<file path="config.mk">
export PLATFORM = sky130hd
export DESIGN_NAME = uart_tx_fc
export DESIGN_NICKNAME = d
export VERILOG_FILES = /design/src/rtl/uart_tx_pkg.sv /design/src/rtl/uart_baud_gen.sv /design/src/rtl/uart_tx_holdreg.sv /design/src/rtl/uart_tx_shifter.sv /design/src/rtl/uart_tx_fc.sv
export SDC_FILE = /design/constraint.sdc
export NUM_CORES = 1
export LEC_CHECK = 0
export BUFFER_PORTS_ARGS = -buffer_cell sky130_fd_sc_hd__buf_2
export CORE_MARGIN = 1
export CORE_UTILIZATION = 30
export CTS_BUF_LIST = sky130_fd_sc_hd__clkbuf_8
export DETAILED_ROUTE_END_ITERATION = 8
export MAX_ROUTING_LAYER = met4
export PLACE_DENSITY = 0.5
export SYNTH_ARGS = -nofsm -noshare
export SYNTH_HDL_FRONTEND = slang
export SYNTH_SLANG_ARGS = --single-unit
</file>
<file path="constraint.sdc">
create_clock -name clk_i -period 2.22 [get_ports clk_i]
set_clock_uncertainty 0.15 [all_clocks]
set_input_delay 0.111 -clock clk_i [delete_from_list [all_inputs] [get_ports clk_i]]
set_output_delay 0.111 -clock clk_i [all_outputs]
set_load 0.02 [all_outputs]
</file>
<file path="src/rtl/uart_tx_pkg.sv">
package uart_tx_pkg;
  localparam int DATA_W  = 9;
  localparam int DIV_W   = 8;
  localparam int OVS     = 16;
  localparam int FRAME_W = 1 + DATA_W + 1 + 2;
  localparam int CNT_W   = $clog2(FRAME_W + 1);

  localparam logic [1:0] LEN_7    = 2'd0;
  localparam logic [1:0] LEN_8    = 2'd1;
  localparam logic [1:0] PAR_EVEN = 2'd1;
  localparam logic [1:0] PAR_ODD  = 2'd2;

  typedef struct packed {
    logic [FRAME_W-1:0] bits;
    logic [CNT_W-1:0]   nbits;
  } frame_t;

  // bit 0 leaves first; unused upper positions stay 1 (stop level)
  function automatic frame_t build_frame(input logic [DATA_W-1:0] d,
                                         input logic [1:0] len,
                                         input logic [1:0] par,
                                         input logic stop2);
    frame_t f;
    int     idx;
    int     dl;
    logic   p;
    f.bits    = '1;
    f.bits[0] = 1'b0;
    idx       = 1;
    p         = 1'b0;
    dl        = (len == LEN_7) ? 7 : (len == LEN_8) ? 8 : 9;
    for (int i = 0; i < DATA_W; i++) begin
      if (i < dl) begin
        f.bits[idx] = d[i];
        p           = p ^ d[i];
        idx++;
      end
    end
    if (par == PAR_EVEN) begin
      f.bits[idx] = p;
      idx++;
    end else if (par == PAR_ODD) begin
      f.bits[idx] = ~p;
      idx++;
    end
    idx     = idx + (stop2 ? 2 : 1);
    f.nbits = CNT_W'(idx);
    return f;
  endfunction
endpackage

</file>
<file path="src/rtl/uart_baud_gen.sv">
module uart_baud_gen #(
  parameter int DIV_W = 8,
  parameter int OVS   = 16
) (
  input  logic             clk_i,
  input  logic             rst_ni,
  input  logic             run_i,
  input  logic [DIV_W-1:0] div_i,
  output logic             tick_o
);
  localparam int SUB_W = $clog2(OVS);

  logic [DIV_W-1:0] pre_q;
  logic [SUB_W-1:0] sub_q;
  logic             pre_wrap;

  assign pre_wrap = (pre_q == div_i);
  assign tick_o   = pre_wrap && (sub_q == SUB_W'(OVS - 1));

  always_ff @(posedge clk_i or negedge rst_ni) begin
    if (!rst_ni) begin
      pre_q <= '0;
      sub_q <= '0;
    end else if (!run_i) begin
      pre_q <= '0;
      sub_q <= '0;
    end else if (pre_wrap) begin
      pre_q <= '0;
      sub_q <= tick_o ? '0 : sub_q + 1'b1;
    end else begin
      pre_q <= pre_q + 1'b1;
    end
  end
endmodule

</file>
<file path="src/rtl/uart_tx_holdreg.sv">
module uart_tx_holdreg #(
  parameter int DATA_W = 9
) (
  input  logic              clk_i,
  input  logic              rst_ni,
  input  logic              wr_i,
  input  logic [DATA_W-1:0] wr_data_i,
  input  logic              take_i,
  output logic [DATA_W-1:0] data_o,
  output logic              empty_o
);
  always_ff @(posedge clk_i or negedge rst_ni) begin
    if (!rst_ni) begin
      data_o  <= '0;
      empty_o <= 1'b1;
    end else begin
      if (wr_i) data_o <= wr_data_i;
      // a write in the load cycle refills the register
      if (wr_i)        empty_o <= 1'b0;
      else if (take_i) empty_o <= 1'b1;
    end
  end
endmodule

</file>
<file path="src/rtl/uart_tx_shifter.sv">
module uart_tx_shifter #(
  parameter int FRAME_W = 13,
  parameter int CNT_W   = 4
) (
  input  logic               clk_i,
  input  logic               rst_ni,
  input  logic               load_i,
  input  logic [FRAME_W-1:0] frame_i,
  input  logic [CNT_W-1:0]   nbits_i,
  input  logic               tick_i,
  output logic               busy_o,
  output logic               done_o,
  output logic               txd_o
);
  logic [FRAME_W-1:0] sh_q;
  logic [CNT_W-1:0]   left_q;

  assign done_o = busy_o && tick_i && (left_q == '0);
  assign txd_o  = busy_o ? sh_q[0] : 1'b1;

  always_ff @(posedge clk_i or negedge rst_ni) begin
    if (!rst_ni) begin
      sh_q   <= '1;
      left_q <= '0;
      busy_o <= 1'b0;
    end else if (load_i) begin
      sh_q   <= frame_i;
      left_q <= nbits_i - 1'b1;
      busy_o <= 1'b1;
    end else if (done_o) begin
      sh_q   <= '1;
      busy_o <= 1'b0;
    end else if (busy_o && tick_i) begin
      sh_q   <= {1'b1, sh_q[FRAME_W-1:1]};
      left_q <= left_q - 1'b1;
    end
  end
endmodule

</file>
<file path="src/rtl/uart_tx_fc.sv">
module uart_tx_fc
  import uart_tx_pkg::*;
(
  input  logic              clk_i,
  input  logic              rst_ni,
  input  logic              tx_en_i,
  input  logic [DIV_W-1:0]  cfg_div_i,
  input  logic [1:0]        cfg_len_i,
  input  logic [1:0]        cfg_par_i,
  input  logic              cfg_stop2_i,
  input  logic              cts_en_i,
  input  logic              cts_ni,
  input  logic              irq_sel_i,
  input  logic              wr_i,
  input  logic [DATA_W-1:0] wr_data_i,
  output logic              txd_o,
  output logic              busy_o,
  output logic              buf_empty_o,
  output logic              irq_o
);
  logic [DATA_W-1:0] hold_data;
  logic [DIV_W-1:0]  div_q;
  logic              start;
  logic              done;
  logic              tick;
  logic              cts_ok;
  frame_t            frame;

  uart_tx_holdreg #(.DATA_W(DATA_W)) i_hold (
    .clk_i    (clk_i),
    .rst_ni   (rst_ni),
    .wr_i     (wr_i),
    .wr_data_i(wr_data_i),
    .take_i   (start),
    .data_o   (hold_data),
    .empty_o  (buf_empty_o)
  );

  assign cts_ok = !cts_en_i || !cts_ni;
  assign start  = tx_en_i && !buf_empty_o && cts_ok && (!busy_o || done);
  assign frame  = build_frame(hold_data, cfg_len_i, cfg_par_i, cfg_stop2_i);

  // divisor captured per frame so a mid-frame change cannot stretch a bit
  always_ff @(posedge clk_i or negedge rst_ni) begin
    if (!rst_ni)    div_q <= '0;
    else if (start) div_q <= cfg_div_i;
  end

  uart_baud_gen #(.DIV_W(DIV_W), .OVS(OVS)) i_baud (
    .clk_i (clk_i),
    .rst_ni(rst_ni),
    .run_i (busy_o),
    .div_i (div_q),
    .tick_o(tick)
  );

  uart_tx_shifter #(.FRAME_W(FRAME_W), .CNT_W(CNT_W)) i_shift (
    .clk_i  (clk_i),
    .rst_ni (rst_ni),
    .load_i (start),
    .frame_i(frame.bits),
    .nbits_i(frame.nbits),
    .tick_i (tick),
    .busy_o (busy_o),
    .done_o (done),
    .txd_o  (txd_o)
  );

  always_ff @(posedge clk_i or negedge rst_ni) begin
    if (!rst_ni) irq_o <= 1'b0;
    else         irq_o <= irq_sel_i ? done : start;
  end
endmodule

</file>
==> impl_metrics.tcl <==
set metrics [dict create \
    status "finished clean" \
    setup_viol 0 \
    nets 370 \
    cts-buffers-inserted 5 \
    worstPathMaxFanout 4 \
    slew_viol_final 0 \
    ff2ff_path_depth 7 \
    drive_gt1_frac 0.3821 \
    hold_path.class "in -> reg" \
    cts_max_path_buffers 2 \
    place_inst 404 \
    ctsRootBufferMaster "clkbuf_8" \
    ys_top_cells_by_count "35 x dfrtp_1, 28 x nand2_1, 25 x nor2_1, 18 x mux2_2, 17 x inv_1" \
    tightest_slew_ps 615.7 \
    via_count 2021 \
    drc 0 \
    yosys_warnings 0 \
    critPathLaunchType "flip-flop" \
    finalInstanceArea_um2 3535 \
    min_path_cells 4 \
    std_cell_rows 33 \
    path_clk_slew_ps 90 \
    synth.most_common_cell "dfrtp_1" \
    cp_slowest_stage_delay_ps 520 \
    die_h_um 96.19 \
    syn-num-nets 285 \
    syn_area_um2 2661 \
    h-tree-depth 2 \
    fmax_mhz 460.2 \
    end_kind "flip-flop" \
    cp.required_ps 2300 \
    cts_sinks 49 \
    place.gp.congestion 0.7304 \
    grt_pass1_vias 1996 \
    synth_area_leader_cell "dfrtp_1" \
    vias_per_cell 4.593 \
    fp.coreArea_um2 8382 \
    grt_max_degree 50 \
    power.density_nw_per_um2 839.0 \
    initial_utilization 0.3175 \
    slew_headroom 0.5896 \
    ant_nets 0 \
    worstHoldEndpoint "i_shift.sh_q[9]" \
    hold_viol 0 \
    clk_latency_ps 300 \
    report.power.total_mw 2.966 \
    routedWlPerCell_um 12.63 \
    area_growth_pct 32.82 \
    path_delay_family "simple AND/OR/NAND/NOR gates" \
    syn_avg_cell_area_um2 10.69 \
    post-place-ws_ps -56.68 \
    critPathKind "reg -> reg" \
    grtUsageTotal 0.1383 \
    placed_cell_area_um2 3112 \
    fill_cells 836 \
    synth.area.top_cells "dfrtp_1 33%, dfstp_2 14%, mux2_2 7.6%, nand2_1 3.9%, xnor2_1 3.6%" \
    fin_crit_ps 2173 \
    arrival_ps 2260 \
    power_leakage_nw 1.622 \
    hpwl_um 3905 \
    synth_edf_count 0 \
    hp-start "cfg_len_i[0]" \
    ys_dominant_reg_cell "dfrtp_1" \
    dieArea_um2 9252 \
    antenna_found_initial 0 \
    die_x_um 96.19 \
    yosysSeqAreaShare 0.4673 \
    ys_ff_latch 49 \
    finalNonFillerCells 440 \
    diodes 0 \
    final_util 0.4217 \
    worst_path_max_delay_cell "or4_4" \
    routed_wl_um 5557 \
    ff2ff_setup_slack_ps 50 \
    reg2reg_from "i_baud.sub_q[1]" \
    fin_crit_sh 0.9788 \
    grt_overflow 0 \
    cts_tree "done" \
    drt-initial-drc-count 84 \
    setup_slack_ps 47.06 \
    r2r_end "i_shift.sh_q[10]" \
    rsz0062_at_grt "true" \
    ys_types 48 \
    grt_pass1_wl_um 9335 \
    async_reset_ff_frac 1.000 \
    io_pins 33 \
    port_buffers 32 \
    peakVddDrop_uv 334.2 \
    synth_cells 249 \
    maxCapViolCount 0 \
    critPathBufInv 1 \
    firstDrtPassIters 4 \
    synth_top_area_frac 0.3291 \
    worstPathCellList "ha_4 -> nand3_4 -> buf_4 -> or4_4 -> or3_2 -> o21ai_1 -> a221oi_1" \
]
-- worst max-delay path by stage --
stage	end	cells after the start	from
final	i_shift.sh_q[10]	7	i_baud.sub_q[1]
after floorplan	div_q[6]	6	i_hold.empty_o
after global routing	i_shift.left_q[1]	7	i_baud.sub_q[1]
after global placement	div_q[6]	5	i_baud.pre_q[1]
after detailed placement	div_q[3]	5	i_baud.pre_q[1]
after CTS	i_shift.sh_q[8]	7	i_baud.pre_q[1]
-- cells by family after synthesis --
family	count (synthesis)	synth area share
adders and majority gates	7	0.03573
muxes	24	0.09920
DFF	49	0.4673
and+or+nand+nor	83	0.1547
other	1	0.001409
AOI/OAI and AO/OA	37	0.1058
xor gates and xnor gates	24	0.1011
buffers and inverters	24	0.03479
-- worst register-to-register path: stages (launching register included) --
cell and delay (ps):
dfrtp_1 410, ha_4 170, nand3_4 90, buf_4 150
or4_4 520, or3_2 420, o21ai_1 90, a221oi_1 100
-- per-layer routing --
layer / vias up / wire length [um] / global-route usage
met5: - / 0 / -
met4: 0 / 153 / 0.05721
met3: 10 / 127 / 0.02607
met2: 23 / 2499 / 0.2009
met1: 963 / 2777 / 0.1882
li1: 1025 / - / -
-- cell type report --
cell class | count | area (um2) | share of cell area
repair buffers | 85 | 616.8 | 0.1745
multi-input cells | 176 | 1388 | 0.3926
well taps | 105 | 131.4 | 0.03717
inverters | 17 | 63.81 | 0.01805
clock buffers | 6 | 82.58 | 0.02336
clock inverters | 2 | 8.758 | 0.002478
flip-flops and latches | 49 | 1244 | 0.3519
-- metrics by stage --
step	TNS [ps]	hold WS, ps
after global placement	-339.3	112.6
final	0	111.8
after CTS	0	110.8
after floorplan	0	-334.6
after detailed placement	-397.3	116.5
after global routing	-31.86	142.3
-- flip-flops by register name, summed over array words and instances, names as in the netlist --
register and cells:
i_hold.data_o 9, i_baud.sub_q 4, irq_o 1, div_q 8, i_shift.left_q 4, i_hold.empty_o 1, i_baud.pre_q 8, i_shift.sh_q 13
i_shift.busy_o 1
-- where the power goes --
group,internal [mW],switching (mW)
registers,1.14,0.161
logic,0.623,0.495
clock network,0.248,0.303
-- cells in the final DEF, fill, tap and decap left out, types with 5 or more instances in the layout --
cell type      netlist  layout
dfrtp_1             35      35
buf_2                2      32
buf_4                0      30
nand2_1             28      26
nor2_1              25      25
dlygate4sd3_1        0      22
mux2_2              18      18
inv_1               17      17
dfstp_2             14      14
xnor2_1             11       9
xor2_1               7       7
o221ai_1             7       7
xnor2_2              4       6
o21ai_0              7       6
clkbuf_8             0       6
nand2b_1             5       5
a21oi_1              5       5
mux2i_1              5       5
ha_1                 6       5
-- repair_timing --
action                                  4_1_cts  5_1_grt
hold buffers                                 22        0
gates resized for setup                       4       10
setup buffers                                 0        6
pin swaps                                     0       11
endpoints found under the hold margin        55        0
endpoints found under the setup margin       20       15
Note: power is estimated with default switching activity, not from simulation.
